## src/rtl/ora_pkg.sv

```systemverilog
package ora_pkg;

  typedef enum logic [1:0] {
    MODE_HOLD    = 2'd0,
    MODE_COMPARE = 2'd1,
    MODE_SHIFT   = 2'd2,
    MODE_CLEAR   = 2'd3
  } ora_mode_e;

  // Clear wins over shift, shift wins over compare.
  function automatic ora_mode_e decode_mode(input logic clr,
                                            input logic shift_en,
                                            input logic cmp_en);
    ora_mode_e m;
    if (clr)           m = MODE_CLEAR;
    else if (shift_en) m = MODE_SHIFT;
    else if (cmp_en)   m = MODE_COMPARE;
    else               m = MODE_HOLD;
    return m;
  endfunction

endpackage

```

## src/rtl/ora_cell.sv

```systemverilog
module ora_cell
  import ora_pkg::*;
(
  input  logic      clk,
  input  ora_mode_e mode,
  input  logic      mon_a,
  input  logic      mon_b,
  input  logic      chain_in,
  output logic      flag
);

  logic flag_q;
  logic diff;

  assign diff = mon_a ^ mon_b;

  always_ff @(posedge clk) begin
    unique case (mode)
      MODE_CLEAR:   flag_q <= 1'b0;
      MODE_SHIFT:   flag_q <= chain_in;
      MODE_COMPARE: flag_q <= flag_q | diff;
      default:      flag_q <= flag_q;
    endcase
  end

  assign flag = flag_q;

  // Assertion support: armed once a clear has been seen.
  logic armed;
  always_ff @(posedge clk) begin
    if (mode == MODE_CLEAR) armed <= 1'b1;
    else if (armed !== 1'b1) armed <= 1'b0;
  end

  AST_CLEAR_ZERO: assert property (@(posedge clk) disable iff (armed !== 1'b1)
    (mode == MODE_CLEAR) |=> !flag);
  AST_MISMATCH_SETS: assert property (@(posedge clk) disable iff (armed !== 1'b1)
    (mode == MODE_COMPARE && mon_a != mon_b) |=> flag);
  AST_FLAG_STICKY: assert property (@(posedge clk) disable iff (armed !== 1'b1)
    (mode == MODE_COMPARE && flag) |=> flag);
  AST_HOLD_STABLE: assert property (@(posedge clk) disable iff (armed !== 1'b1)
    (mode == MODE_HOLD) |=> $stable(flag));

endmodule

```

## src/rtl/ora_chain.sv

```systemverilog
module ora_chain
  import ora_pkg::*;
#(
  parameter int N_CELLS = 16
) (
  input  logic               clk,
  input  logic               clr,
  input  logic               shift_en,
  input  logic               cmp_en,
  input  logic               scan_in,
  input  logic [N_CELLS-1:0] mon_a,
  input  logic [N_CELLS-1:0] mon_b,
  output logic [N_CELLS-1:0] flags,
  output logic               chain_out
);

  localparam int LAST = N_CELLS - 1;

  ora_mode_e mode;
  assign mode = decode_mode(clr, shift_en, cmp_en);

  logic [N_CELLS-1:0] link_in;

  for (genvar i = 0; i < N_CELLS; i++) begin : g_cell
    if (i == 0) begin : g_head
      assign link_in[i] = scan_in;
    end else begin : g_body
      assign link_in[i] = flags[i-1];
    end

    ora_cell u_cell (
      .clk      (clk),
      .mode     (mode),
      .mon_a    (mon_a[i]),
      .mon_b    (mon_b[i]),
      .chain_in (link_in[i]),
      .flag     (flags[i])
    );
  end

  assign chain_out = flags[LAST];

  logic armed;
  always_ff @(posedge clk) begin
    if (clr) armed <= 1'b1;
    else if (armed !== 1'b1) armed <= 1'b0;
  end

  AST_SHIFT_HEAD: assert property (@(posedge clk) disable iff (armed !== 1'b1)
    (!clr && shift_en) |=> (flags[0] == $past(scan_in)));
  AST_SHIFT_BODY: assert property (@(posedge clk) disable iff (armed !== 1'b1)
    (!clr && shift_en) |=> (flags[N_CELLS-1:1] == $past(flags[N_CELLS-2:0])));
  AST_CLEAR_WINS: assert property (@(posedge clk) disable iff (armed !== 1'b1)
    clr |=> ($countones(flags) == 0));

endmodule

```

## src/rtl/ora_bus_lane.sv

```systemverilog
module ora_bus_lane #(
  parameter int BUS_W    = 8,
  parameter int BUS_LANE = 0
) (
  input  logic             bit_in,
  output logic [BUS_W-1:0] bus_out
);

  for (genvar j = 0; j < BUS_W; j++) begin : g_lane
    if (j == BUS_LANE) begin : g_live
      assign bus_out[j] = bit_in;
    end else begin : g_tied
      assign bus_out[j] = 1'b0;
    end
  end

  always_comb begin
    AST_LANE_ONLY: assert ($countones(bus_out) <= 1);
  end

endmodule

```

## src/rtl/ora_scan_top.sv

```systemverilog
module ora_scan_top #(
  parameter int N_CELLS  = 16,
  parameter int BUS_W    = 8,
  parameter int BUS_LANE = 0
) (
  input  logic               clk,
  input  logic               clr,
  input  logic               shift_en,
  input  logic               cmp_en,
  input  logic               scan_in,
  input  logic [N_CELLS-1:0] mon_a,
  input  logic [N_CELLS-1:0] mon_b,
  output logic [BUS_W-1:0]   result_bus
);

  logic [N_CELLS-1:0] flags;
  logic               chain_out;

  ora_chain #(.N_CELLS(N_CELLS)) u_chain (
    .clk       (clk),
    .clr       (clr),
    .shift_en  (shift_en),
    .cmp_en    (cmp_en),
    .scan_in   (scan_in),
    .mon_a     (mon_a),
    .mon_b     (mon_b),
    .flags     (flags),
    .chain_out (chain_out)
  );

  ora_bus_lane #(.BUS_W(BUS_W), .BUS_LANE(BUS_LANE)) u_lane (
    .bit_in  (chain_out),
    .bus_out (result_bus)
  );

  always_comb begin
    AST_LANE_TRACKS_TAIL: assert (result_bus[BUS_LANE] == flags[N_CELLS-1]);
  end

endmodule

```

## config.mk

```make
export PLATFORM = sky130hd
export DESIGN_NAME = ora_scan_top
export DESIGN_NICKNAME = d
export VERILOG_FILES = /design/src/rtl/ora_pkg.sv /design/src/rtl/ora_cell.sv /design/src/rtl/ora_chain.sv /design/src/rtl/ora_bus_lane.sv /design/src/rtl/ora_scan_top.sv
export SDC_FILE = /design/constraint.sdc
export NUM_CORES = 1
export LEC_CHECK = 0
export ABC_CLOCK_PERIOD_IN_PS = 1700
export BUFFER_PORTS_ARGS = -buffer_cell sky130_fd_sc_hd__clkbuf_2
export CAP_MARGIN = 20
export CORE_UTILIZATION = 27
export CTS_CLUSTER_DIAMETER = 30
export CTS_CLUSTER_SIZE = 14
export DETAILED_ROUTE_END_ITERATION = 6
export GPL_TIMING_DRIVEN = 0
export RECOVER_POWER = 25
export SLEW_MARGIN = 15
export SYNTH_ARGS = -nofsm -noshare
export SYNTH_HDL_FRONTEND = slang
export SYNTH_SLANG_ARGS = --single-unit
```

## constraint.sdc

```tcl
create_clock -name clk -period 1.7 [get_ports clk]
set_input_delay 0 -clock clk [delete_from_list [all_inputs] [get_ports clk]]
set_output_delay 0 -clock clk [all_outputs]
set_load 0.02 [all_outputs]
```

==> impl_summary.log, run 1 <==
[metrics] Yosys warnings: 0
[metrics] initial core utilization: 0.285
[metrics] setup slack at placement: 0.212 ns
[metrics] final wirelength: ~2.3 mm
[metrics] Distinct cells, synth: 17
[metrics] remaining routing DRC violations: 0
[metrics] sequential area share after synthesis: 0.382
[metrics] buffers and inverters on the worst path: 2
[metrics] Worst-path clk slew: ~0.060 ns
[metrics] share of the core filled with cells: 0.351
[metrics] final setup fails: 0
[metrics] cell family with most CP delay: simple AND/OR/NAND/NOR gates
[metrics] final setup TNS: 0 ns
[metrics] Die ar.: between 4000 and 5000 sq um
[metrics] logic depth of the worst register-to-register path: 2
[metrics] Worst Hold Endpoint: u_chain.g_cell[0].u_cell.flag$_DFFE_PP_
[metrics] violation count after the first detailed-routing iteration: 20
[metrics] total power draw: slightly above 1 mW
[metrics] leakage: between 0.6 and 0.7 nW
[metrics] reg-to-reg critical path endpoint: u_chain.g_cell[4].u_cell.flag$_DFFE_PP_
[metrics] Cells after Synth: 100
[metrics] detailed placement HPWL: 1.75 mm
[metrics] mean instance size in the synthesized netlist: between 10 and 15 sq um
[metrics] final RePlAce weighted congestion: roughly 0.75
[metrics] Fmax achieved: 829 MHz
[metrics] Max Cap Viol: 0
[metrics] clock skew after layout: 0.00714 ns
[metrics] Antenna Nets Post-Route: 0
[metrics] Die Span X: about 70 microns
[metrics] number of hold buffers added after cts: 0
[metrics] total number of placement rows: 24
[metrics] count of port buffers added during placement: 37
[metrics] layer carrying the most global-route usage: met2
[metrics] placed cell area: roughly 1500 sq um
[metrics] hold path cells: 3
[metrics] total congestion overflow: 0
[metrics] Worst Tran Pin Value: between 0.7 and 0.8 ns
[metrics] CTS-repair resized insts: 0
[metrics] run status: finished, final reports clean
[metrics] number of synthesized register bits: 16
[metrics] H-tree Lvls: 1
[metrics] most common cell after layout, fill and taps aside: sky130_fd_sc_hd__clkbuf_2
[metrics] category of the critical setup timing path: in -> reg
[metrics] vertical die dimension: 70.3 microns
[metrics] worst rel slew slack: 0.507
[metrics] number of hold-slack violations in the final timing report: 0
[metrics] WP data required: roughly 1.6 ns
[metrics] first-pass GRT wire length: 4.06 mm
[metrics] CP Launch Type: input port
[metrics] final critical-path setup slack: 0.494 ns
[metrics] Num Clock Sinks: 16
[metrics] unrepaired setup endpoints after global routing: false
[metrics] layout cell share with drive strength beyond 1: 0.429
[metrics] Worst-Skew Late Latency: approximately 0.25 ns
[metrics] hold wc startpoint: scan_in
[metrics] met2 track demand over resource: 0.177
[metrics] via count normalized by instance count: 4.62
[metrics] met1 track demand over resource in global routing: 0.131
[metrics] Tightest Hold Check Type: in -> reg
[metrics] antenna diode count: 0
[metrics] antenna violations before repair: 0
[metrics] chain of cells forming the critical path: clkbuf_2 > clkbuf_1 > or3_1
[metrics] maximum single-stage delay on the critical path: approximately 0.66 ns
[metrics] TritonCTS clock tree: yes
[metrics] final number of max-transition violations: 0
[metrics] WL per Instance: 11.8 microns
[metrics] Post CTS Setup Buffer Count: 0
[metrics] Core Box Area: approximately 4400 sq um
[metrics] Overall Global Routing Usage: 0.102
[metrics] CTS root buf: sky130_fd_sc_hd__clkbuf_8
[metrics] Worst Path Max Fanout: 16
[metrics] count of vias placed by the detailed router: 919
[metrics] Reg2Reg Launch Point: u_chain.g_cell[4].u_cell.flag$_DFFE_PP_
[metrics] number of optimization iterations in the first detailed-route pass: 4
[metrics] met3 Usage GRT: 0.0130
[metrics] register-to-register setup slack: around 0.56 ns
[metrics] number of global-route vias before repair: approximately 930
[metrics] Final nets: between 150 and 200
[metrics] Area growth, synth to finish: 23.2%
[metrics] total power density per cell area: ~660 nW/um^2
[metrics] maximum number of pins on one net before global-route repair: 17
[metrics] flip-flop count of the largest register after layout: 16
[metrics] post-route minimum period: 1.21 ns
[metrics] number of buffers inserted during clock tree synthesis: 3
[metrics] commonest cells after routing, fill and taps aside: sky130_fd_sc_hd__clkbuf_2 (36), sky130_fd_sc_hd__xnor2_1 (16), sky130_fd_sc_hd__nand3b_1 (16), sky130_fd_sc_hd__edfxtp_1 (16), sky130_fd_sc_hd__or4bb_1 (13)
[metrics] Max Buffers Root-to-Sink: 2
[metrics] number of top-level design ports: 45
[metrics] kind of end point of the critical path: flip-flop
[metrics] finished layout cell area: 1550 sq um
[metrics] final period utilization: 0.709
[metrics] combined area of all synthesized cells: roughly 1300 sq um
[metrics] highest ir drop seen on vdd: a little under 0.3 mV
[metrics] Fillers: 461
[metrics] data arrival time of the worst path: 1.08 ns
[metrics] master of the slowest instance on the critical path: sky130_fd_sc_hd__or3_1
logic make-up (layout without fill, tap and decap cells):
family / after synthesis / count (layout) / share of synthesized area
flip-flops: 16 / 16 / 0.382
AND/OR/NAND/NOR: 34 / 34 / 0.255
other: 1 / 7 / 0.00298
buffers and inverters: 17 / 58 / 0.113
XOR/XNOR: 16 / 16 / 0.111
AO/OA/AOI/OAI: 16 / 16 / 0.135
worst max-delay path by stage:
stage                                                        from                                        to  cells past startpoint
final                                                         clr   u_chain.g_cell[0].u_cell.flag$_DFFE_PP_                      3
after global routing                                          clr   u_chain.g_cell[6].u_cell.flag$_DFFE_PP_                      3
after CTS                                                     clr  u_chain.g_cell[11].u_cell.flag$_DFFE_PP_                      3
after detailed placement                                      clr   u_chain.g_cell[4].u_cell.flag$_DFFE_PP_                      3
after global placement                                        clr   u_chain.g_cell[3].u_cell.flag$_DFFE_PP_                      3
after floorplan           u_chain.g_cell[3].u_cell.flag$_DFFE_PP_   u_chain.g_cell[3].u_cell.flag$_DFFE_PP_                      2
cell usage after synthesis:
library cell               instances  share of area
sky130_fd_sc_hd__o211ai_2         10          0.099
sky130_fd_sc_hd__buf_2             4          0.016
sky130_fd_sc_hd__or4bb_2           2          0.020
sky130_fd_sc_hd__buf_6             1         0.0089
sky130_fd_sc_hd__or3_1             1         0.0050
sky130_fd_sc_hd__buf_4             8          0.048
sky130_fd_sc_hd__clkbuf_1          1         0.0030
sky130_fd_sc_hd__xnor2_1          16           0.11
sky130_fd_sc_hd__nand3b_1         16          0.095
sky130_fd_sc_hd__buf_12            1          0.016
sky130_fd_sc_hd__or4bb_4           1          0.012
sky130_fd_sc_hd__or3b_1            1         0.0070
sky130_fd_sc_hd__or4bb_1          13           0.12
sky130_fd_sc_hd__conb_1            1         0.0030
sky130_fd_sc_hd__clkbuf_8          2          0.022
sky130_fd_sc_hd__edfxtp_1         16           0.38
sky130_fd_sc_hd__o211ai_1          6          0.036
layout make-up:
type                       count  area (sq um)  area share
timing repair buffer          37           184       0.119
multi-input combinational     73           633       0.408
buffer                        17           143      0.0920
sequential                    16           480       0.310
tap                           52          65.1      0.0420
clock buffer                   3          41.3      0.0266
clock inverter                 1          3.75     0.00242
tightest hold or removal path, delay by kind of cell:
family	cells	cell delay [ns]
AND/OR/NAND/NOR	1	0.07
AO/OA/AOI/OAI	1	0.08
buffers and inverters	1	0.08
report_power, final:
group | leakage [nW] | switching (mW) | internal [mW]
logic | 0.428 | 0.102 | 0.125
clock network | 0.0231 | 0.134 | 0.160
registers | 0.183 | 0.0187 | 0.482
total | 0.634 | 0.254 | 0.767
per-stage QoR:
stage          hold WS [ns]  std cells
4_1_cts              0.0863        199
2_1_floorplan         0.242        106
3_3_place_gp          0.330        195
3_5_place_dp          0.342        195
6_report             0.0885        199
5_1_grt               0.124        199
per-layer routing:
metal	vias to the layer above	wire length, microns
met5	-	0
met4	0	23
met3	4	110
met2	32	1110
met1	417	1100
li1	466	-
Power figures use the tool's default switching activity.
==> run 2, diff against run 1 <==
--- a/config.mk
+++ b/config.mk
@@ -5,7 +5,7 @@
 export SDC_FILE = /design/constraint.sdc
 export NUM_CORES = 1
 export LEC_CHECK = 0
-export ABC_CLOCK_PERIOD_IN_PS = 1700
+export ABC_CLOCK_PERIOD_IN_PS = 1160
 export BUFFER_PORTS_ARGS = -buffer_cell sky130_fd_sc_hd__clkbuf_2
 export CAP_MARGIN = 20
 export CORE_UTILIZATION = 27
==> constraint.sdc (replaced) <==
create_clock -name clk -period 1.16 [get_ports clk]
set_input_delay 0 -clock clk [delete_from_list [all_inputs] [get_ports clk]]
set_output_delay 0 -clock clk [all_outputs]
set_load 0.02 [all_outputs]
==> run 2 against run 1 <==
Against the previous run: largest cell class unchanged; register-to-register slack got worse by 0.46 ns; routed wire length rose by 1.7%; die area unchanged; sequential power up 47%; clock power is 49% higher; hold slack got worse by 0.0029 ns; worst setup slack lost 0.40 ns.
==> impl_summary.log, run 2 (synthesis gave the netlist of run 1 again) <==
[metrics] run status: finished, final reports clean
[metrics] Worst-Skew Late Latency: 0.25 ns
[metrics] unrepaired setup endpoints after global routing: false
[metrics] Max Cap Viol: 0
[metrics] Die ar.: roughly 4900 sq um
[metrics] Worst Hold Endpoint: u_chain.g_cell[0].u_cell.flag$_DFFE_PP_
[metrics] Antenna Nets Post-Route: 0
[metrics] final wirelength: approximately 2.4 mm
[metrics] Worst-path clk slew: 0.07 ns
[metrics] leakage: around 0.67 nW
[metrics] total number of placement rows: 24
[metrics] register area: 480 sq um
[metrics] Tightest Hold Check Type: in -> reg
[metrics] Area growth, synth to finish: 26.5%
[metrics] kind of end point of the critical path: flip-flop
[metrics] most common cell after layout, fill and taps aside: sky130_fd_sc_hd__clkbuf_2
[metrics] Final nets: between 150 and 200
[metrics] Fillers: ~450
[metrics] via count normalized by instance count: approximately 4.6
[metrics] total power density per cell area: about 960 nW/um^2
[metrics] number of buffers inserted during clock tree synthesis: 3
[metrics] vertical die dimension: between 70 and 80 microns
[metrics] CP Launch Type: flip-flop
[metrics] Num Clock Sinks: 16
[metrics] master of the slowest instance on the critical path: sky130_fd_sc_hd__or4bb_4
[metrics] number of hold-slack violations in the final timing report: 0
[metrics] number of optimization iterations in the first detailed-route pass: 4
[metrics] register-to-register setup slack: a little under 0.1 ns
[metrics] clock skew after layout: approximately 0.0054 ns
[metrics] antenna diode count: 0
[metrics] Fmax achieved: ~940 MHz
[metrics] total power draw: 1.52 mW
[metrics] multi-input combinational cell area: 668 sq um
[metrics] Die Span X: 70.3 microns
[metrics] Overall Global Routing Usage: 0.102
[metrics] logic depth of the worst register-to-register path: 2
[metrics] H-tree Lvls: 1
[metrics] flip-flop count of the largest register after layout: 16
[metrics] antenna violations before repair: 0
[metrics] data arrival time of the worst path: approximately 1.2 ns
[metrics] first-pass GRT wire length: slightly above 4 mm
[metrics] maximum single-stage delay on the critical path: 0.45 ns
[metrics] Reg2Reg Launch Point: u_chain.g_cell[4].u_cell.flag$_DFFE_PP_
[metrics] commonest cells after routing, fill and taps aside: sky130_fd_sc_hd__clkbuf_2 (36), sky130_fd_sc_hd__xnor2_1 (16), sky130_fd_sc_hd__nand3b_1 (16), sky130_fd_sc_hd__edfxtp_1 (16), sky130_fd_sc_hd__or4bb_1 (13)
[metrics] TritonCTS clock tree: yes
[metrics] WL per Instance: around 12 microns
[metrics] count of vias placed by the detailed router: ~930
[metrics] CTS root buf: sky130_fd_sc_hd__clkbuf_8
[metrics] number of global-route vias before repair: 932
[metrics] layout cell share with drive strength beyond 1: 0.473
[metrics] final number of max-transition violations: 0
[metrics] remaining routing DRC violations: 0
[metrics] count of port buffers added during placement: 37
[metrics] final RePlAce weighted congestion: about 0.75
[metrics] chain of cells forming the critical path: or4bb_4 > o211ai_1
[metrics] WP data required: about 1.3 ns
[metrics] hold wc startpoint: scan_in
[metrics] hold path cells: 3
[metrics] highest ir drop seen on vdd: 0.446 mV
[metrics] total congestion overflow: 0
[metrics] Final Hold Slack: roughly 0.086 ns
[metrics] post-route minimum period: around 1.1 ns
[metrics] category of the critical setup timing path: reg -> reg
[metrics] violation count after the first detailed-routing iteration: 10
[metrics] Core Box Area: 4410 sq um
[metrics] Worst Path Max Fanout: 2
[metrics] final setup fails: 0
[metrics] final period utilization: 0.917
[metrics] maximum number of pins on one net before global-route repair: 17
[metrics] initial core utilization: 0.285
[metrics] detailed placement HPWL: roughly 1.7 mm
[metrics] Max Buffers Root-to-Sink: 2
[metrics] number of top-level design ports: 45
[metrics] reg-to-reg critical path endpoint: u_chain.g_cell[4].u_cell.flag$_DFFE_PP_
run 2: worst max-delay path: cells and delay by family (launching register included):
kind | cells | cell delay, ns
AO/OA/AOI/OAI | 1 | 0.10
flip-flops | 1 | 0.36
AND/OR/NAND/NOR | 1 | 0.45
run 2: how the worst max path moves through the flow:
stage	start	endpoint	slack [ns]	depth (start not counted)
finish	u_chain.g_cell[4].u_cell.flag$_DFFE_PP_	u_chain.g_cell[4].u_cell.flag$_DFFE_PP_	0.1	2
global route	u_chain.g_cell[4].u_cell.flag$_DFFE_PP_	u_chain.g_cell[4].u_cell.flag$_DFFE_PP_	0.07	2
global placement	clr	u_chain.g_cell[3].u_cell.flag$_DFFE_PP_	-0.32	3
CTS	u_chain.g_cell[4].u_cell.flag$_DFFE_PP_	u_chain.g_cell[4].u_cell.flag$_DFFE_PP_	0.02	2
detailed placement	clr	u_chain.g_cell[4].u_cell.flag$_DFFE_PP_	-0.33	3
floorplan	u_chain.g_cell[3].u_cell.flag$_DFFE_PP_	u_chain.g_cell[3].u_cell.flag$_DFFE_PP_	0.09	2
run 2: power breakdown:
group          switching (mW)  leakage (nW)  internal (mW)
Clock                   0.202        0.0231          0.235
Sequential             0.0278         0.183          0.706
Combinational           0.157         0.464          0.193
run 2: what timing repair did:
action | in CTS | in global routing
buffers inserted | 0 | 1
endpoints found under the setup margin | 16 | 18
resized for setup | 1 | 3
pin swaps | 0 | 1
hold buffers | 0 | 0
run 2: cell type report:
type                    instances  share of cell area
plain buffers                  17              0.0896
clock buffers                   3              0.0259
clock inverters                 1             0.00236
multi-input cells              73               0.419
flip-flops and latches         16               0.302
well taps                      52              0.0408
repair buffers                 38               0.120
run 2: through the flow:
stage / util / instance area [sq um] / instances / setup slack [ns] / setup TNS (ns)
floorplan: - / 1280 / 106 / 0.0873 / 0
global placement: 0.347 / 1530 / 195 / -0.317 / -5.22
detailed placement: 0.347 / 1530 / 195 / -0.328 / -5.40
CTS: 0.357 / 1580 / 199 / 0.0184 / 0
global route: 0.361 / 1590 / 200 / 0.0703 / 0
finish: 0.361 / 1590 / 200 / 0.0961 / 0
run 2: layer usage:
layer,vias to the layer above,track usage,wire [microns]
li1,469,-,-
met1,421,0.131,1110
met2,33,0.177,1140
met3,4,0.0130,116
met4,0,0.0333,23
met5,-,0,0
==> run 3, diff against run 2 <==
--- a/config.mk
+++ b/config.mk
@@ -5,9 +5,11 @@
 export SDC_FILE = /design/constraint.sdc
 export NUM_CORES = 1
 export LEC_CHECK = 0
-export ABC_CLOCK_PERIOD_IN_PS = 1160
+export ABC_AREA = 1
+export ABC_CLOCK_PERIOD_IN_PS = 1200
 export BUFFER_PORTS_ARGS = -buffer_cell sky130_fd_sc_hd__clkbuf_2
 export CAP_MARGIN = 20
+export CORE_MARGIN = 2
 export CORE_UTILIZATION = 27
 export CTS_CLUSTER_DIAMETER = 30
 export CTS_CLUSTER_SIZE = 14
==> constraint.sdc (replaced) <==
create_clock -name clk -period 1.2 [get_ports clk]
set_input_delay 0 -clock clk [delete_from_list [all_inputs] [get_ports clk]]
set_output_delay 0 -clock clk [all_outputs]
set_load 0.02 [all_outputs]
==> run 3 against run 2 <==
Against the previous run: clock-buffer cell count stayed put; flip-flop and latch count stayed put; global-route usage fell by 1.2 points; clock skew fell by 0.0049 ns; final area fell by 7.5%; combinational power decreased by 21%; via count rose by 12%; sequential share of layout area rose by 2.4 points; largest cell class is now registers; clock power fell by 11%; first-iteration DRC count rose to 3.8 times the previous value.
==> impl_summary.log, run 3 <==
[metrics] run status: finished, final reports clean
[metrics] Max Buffers Root-to-Sink: 2
[metrics] Core Box Area: between 4000 and 5000 sq um
[metrics] antenna diode count: 0
[metrics] final setup TNS: 0 ns
[metrics] Worst Tran Pin Value: ~0.67 ns
[metrics] layout cell share with drive strength beyond 1: 0.229
[metrics] CP Launch Type: input port
[metrics] final period utilization: 0.781
[metrics] Num Clock Sinks: 16
[metrics] number of hold buffers added after cts: 0
[metrics] dpl cells: 270
[metrics] H-tree Lvls: 1
[metrics] Worst-Skew Late Latency: ~0.24 ns
[metrics] total number of placement rows: 23
[metrics] final number of max-transition violations: 0
[metrics] Overall Global Routing Usage: 0.0899
[metrics] Yosys top cell by area: sky130_fd_sc_hd__edfxtp_1
[metrics] remaining routing DRC violations: 0
[metrics] most common cell in the netlist: sky130_fd_sc_hd__nand2_1
[metrics] initial core utilization: 0.285
[metrics] non-filler cells in the finished layout: ~270
[metrics] detailed placement HPWL: around 1.6 mm
[metrics] Antenna Nets Post-Route: 0
[metrics] Area growth, synth to finish: 26.7%
[metrics] WP data required: roughly 1.1 ns
[metrics] register-to-register setup slack: around 0.31 ns
[metrics] violation count after the first detailed-routing iteration: 38
[metrics] count of flip-flops with a built-in enable after synthesis: 16
[metrics] Final nets: between 200 and 300
[metrics] CTS root buf: sky130_fd_sc_hd__clkbuf_8
[metrics] number of synthesized register bits: 16
[metrics] placed cell area: approximately 1400 sq um
[metrics] setup slack at placement: ~0.063 ns
[metrics] Max Cap Viol: 0
[metrics] commonest cells after routing, fill and taps aside: sky130_fd_sc_hd__nand2_1 (81), sky130_fd_sc_hd__inv_1 (50), sky130_fd_sc_hd__clkbuf_2 (36), sky130_fd_sc_hd__nand3_1 (16), sky130_fd_sc_hd__edfxtp_1 (16)
[metrics] final setup fails: 0
[metrics] count of vias placed by the detailed router: ~1000
[metrics] sequential area share after synthesis: 0.413
[metrics] final critical-path setup slack: between 0.2 and 0.3 ns
[metrics] unrepaired setup endpoints after global routing: false
[metrics] multiplexer area fraction after synthesis: 0
[metrics] leakage: 0.913 nW
[metrics] area fraction in compound gates after synthesis: 0
[metrics] proportion of netlist area held by the largest area contributor: 0.413
[metrics] clock skew after layout: around 0.00045 ns
[metrics] mean instance size in the synthesized netlist: roughly 6.6 sq um
[metrics] worst rel slew slack: 0.554
[metrics] via count normalized by instance count: 3.81
[metrics] Worst Path Max Fanout: 16
[metrics] adder and majority cell fraction of the synthesized area: 0
[metrics] highest ir drop seen on vdd: roughly 0.39 mV
[metrics] final wirelength: ~2 mm
[metrics] data arrival time of the worst path: around 0.81 ns
[metrics] number of optimization iterations in the first detailed-route pass: 4
[metrics] maximum number of pins on one net before global-route repair: 17
[metrics] share of synthesized flip-flops with an asynchronous set or reset: 0
[metrics] kind of end point of the critical path: flip-flop
[metrics] Tightest Hold Check Type: in -> reg
[metrics] Fmax achieved: 1070 MHz
[metrics] combined area of all synthesized cells: roughly 1200 sq um
[metrics] Worst-path clk slew: 0.06 ns
[metrics] CTS-repair resized insts: 0
[metrics] number of buffers inserted during clock tree synthesis: 3
[metrics] finished layout cell area: ~1500 sq um
[metrics] total congestion overflow: 0
[metrics] Post CTS Setup Buffer Count: 0
[metrics] vertical die dimension: about 70 microns
[metrics] Distinct cells, synth: 11
[metrics] category of the critical setup timing path: in -> reg
[metrics] Yosys warnings: 0
[metrics] TritonCTS clock tree: yes
[metrics] predominant post-synthesis flop cell: sky130_fd_sc_hd__edfxtp_1
[metrics] number of top-level design ports: between 40 and 50
[metrics] Die ar.: about 4900 sq um
[metrics] post-route minimum period: 0.937 ns
[metrics] largest cells by area after synthesis: sky130_fd_sc_hd__edfxtp_1 (41%), sky130_fd_sc_hd__nand2_1 (26%), sky130_fd_sc_hd__inv_1 (16%)
[metrics] top cell types by occurrence after synthesis: sky130_fd_sc_hd__nand2_1 (81), sky130_fd_sc_hd__inv_1 (50), sky130_fd_sc_hd__edfxtp_1 (16), sky130_fd_sc_hd__nand3_1 (16), sky130_fd_sc_hd__buf_4 (8)
[metrics] first-pass GRT wire length: between 3 and 4 mm
[metrics] antenna violations before repair: 0
[metrics] flip-flop count of the largest register after layout: 16
[metrics] Fillers: between 400 and 500
[metrics] area fraction in and, or, nand and nor cells after synthesis: 0.357
[metrics] WL per Instance: roughly 7.3 microns
[metrics] final RePlAce weighted congestion: about 0.67
[metrics] most common cell after layout, fill and taps aside: sky130_fd_sc_hd__nand2_1
[metrics] count of port buffers added during placement: 37
[metrics] number of hold-slack violations in the final timing report: 0
[metrics] total power density per cell area: 923 nW/um^2
[metrics] largest family of logic cells by synthesized area: simple AND/OR/NAND/NOR gates
[metrics] share of the synthesized netlist area taken by xor and xnor gates: 0
[metrics] Cells after Synth: 177
[metrics] Die Span X: between 60 and 70 microns
[metrics] number of global-route vias before repair: between 800 and 900
## run 3: cell types whose count changed in the layout (fill, tap and decap cells not counted), moves of 2 or more
| cell | previous run | this run |
|---|---|---|
| sky130_fd_sc_hd__clkbuf_8 | 5 | 3 |
| sky130_fd_sc_hd__nand3_1 | 0 | 16 |
| sky130_fd_sc_hd__buf_2 | 4 | 1 |
| sky130_fd_sc_hd__inv_1 | 0 | 50 |
| sky130_fd_sc_hd__xnor2_1 | 16 | 0 |
| sky130_fd_sc_hd__nand3b_1 | 16 | 0 |
| sky130_fd_sc_hd__o211ai_2 | 10 | 0 |
| sky130_fd_sc_hd__nand2_1 | 0 | 81 |
| sky130_fd_sc_hd__or4bb_1 | 13 | 0 |
| sky130_fd_sc_hd__or4bb_4 | 3 | 0 |
| sky130_fd_sc_hd__o211ai_1 | 6 | 0 |
## run 3: per-stage QoR
| step | power, mW | utilization | hold slack [ns] |
|---|---|---|---|
| 6_report | 1.36 | 0.361 | 0.0284 |
| 4_1_cts | 1.39 | 0.361 | 0.0247 |
| 2_1_floorplan | 0.881 | - | 0.186 |
| 3_5_place_dp | 0.988 | 0.351 | 0.292 |
| 5_1_grt | 1.45 | 0.361 | 0.0449 |
| 3_3_place_gp | 0.983 | 0.351 | 0.277 |
## run 3: final cells by class
cell class	count	area, sq um	share of cell area
sequential	16	480	0.326
tap	50	62.6	0.0424
clock buffer	3	41.3	0.0280
timing repair buffer	37	184	0.125
multi-input combinational	107	442	0.300
buffer	10	76.3	0.0518
inverter	50	188	0.127
## run 3: where the power goes
group / internal, mW / leakage (nW) / switching [mW]
Combinational: 0.127 / 0.708 / 0.150
Sequential: 0.671 / 0.184 / 0.0238
Clock: 0.222 / 0.0216 / 0.167
## run 3: worst paths after layout
check,from,to,cells after the start
hold / removal,scan_in,u_chain.g_cell[0].u_cell.flag$_DFFE_PP_,3
setup reg to reg,u_chain.g_cell[9].u_cell.flag$_DFFE_PP_,u_chain.g_cell[9].u_cell.flag$_DFFE_PP_,4
hold reg to reg,u_chain.g_cell[8].u_cell.flag$_DFFE_PP_,u_chain.g_cell[9].u_cell.flag$_DFFE_PP_,2
setup / recovery,clr,u_chain.g_cell[10].u_cell.flag$_DFFE_PP_,3
## run 3: routing by layer
layer	track usage	vias to the layer above	part of all wire	routed length (microns)
met4	0.0192	0	0.0070	14
met2	0.139	31	0.44	870
met1	0.129	414	0.48	961
met3	0.0189	2	0.077	153
li1	-	594	-	-
met5	0	-	0	0
## run 3: cells by family (layout without fill, tap and decap cells)
group,after synthesis,after routing
other,1,7
buffers and inverters,60,100
flip-flops,16,16
AND/OR/NAND/NOR,100,100
## run 3: critical path: stages
cell                       delay (ns)
sky130_fd_sc_hd__clkbuf_1        0.22
sky130_fd_sc_hd__nor2_1          0.09
sky130_fd_sc_hd__nand2_1         0.50
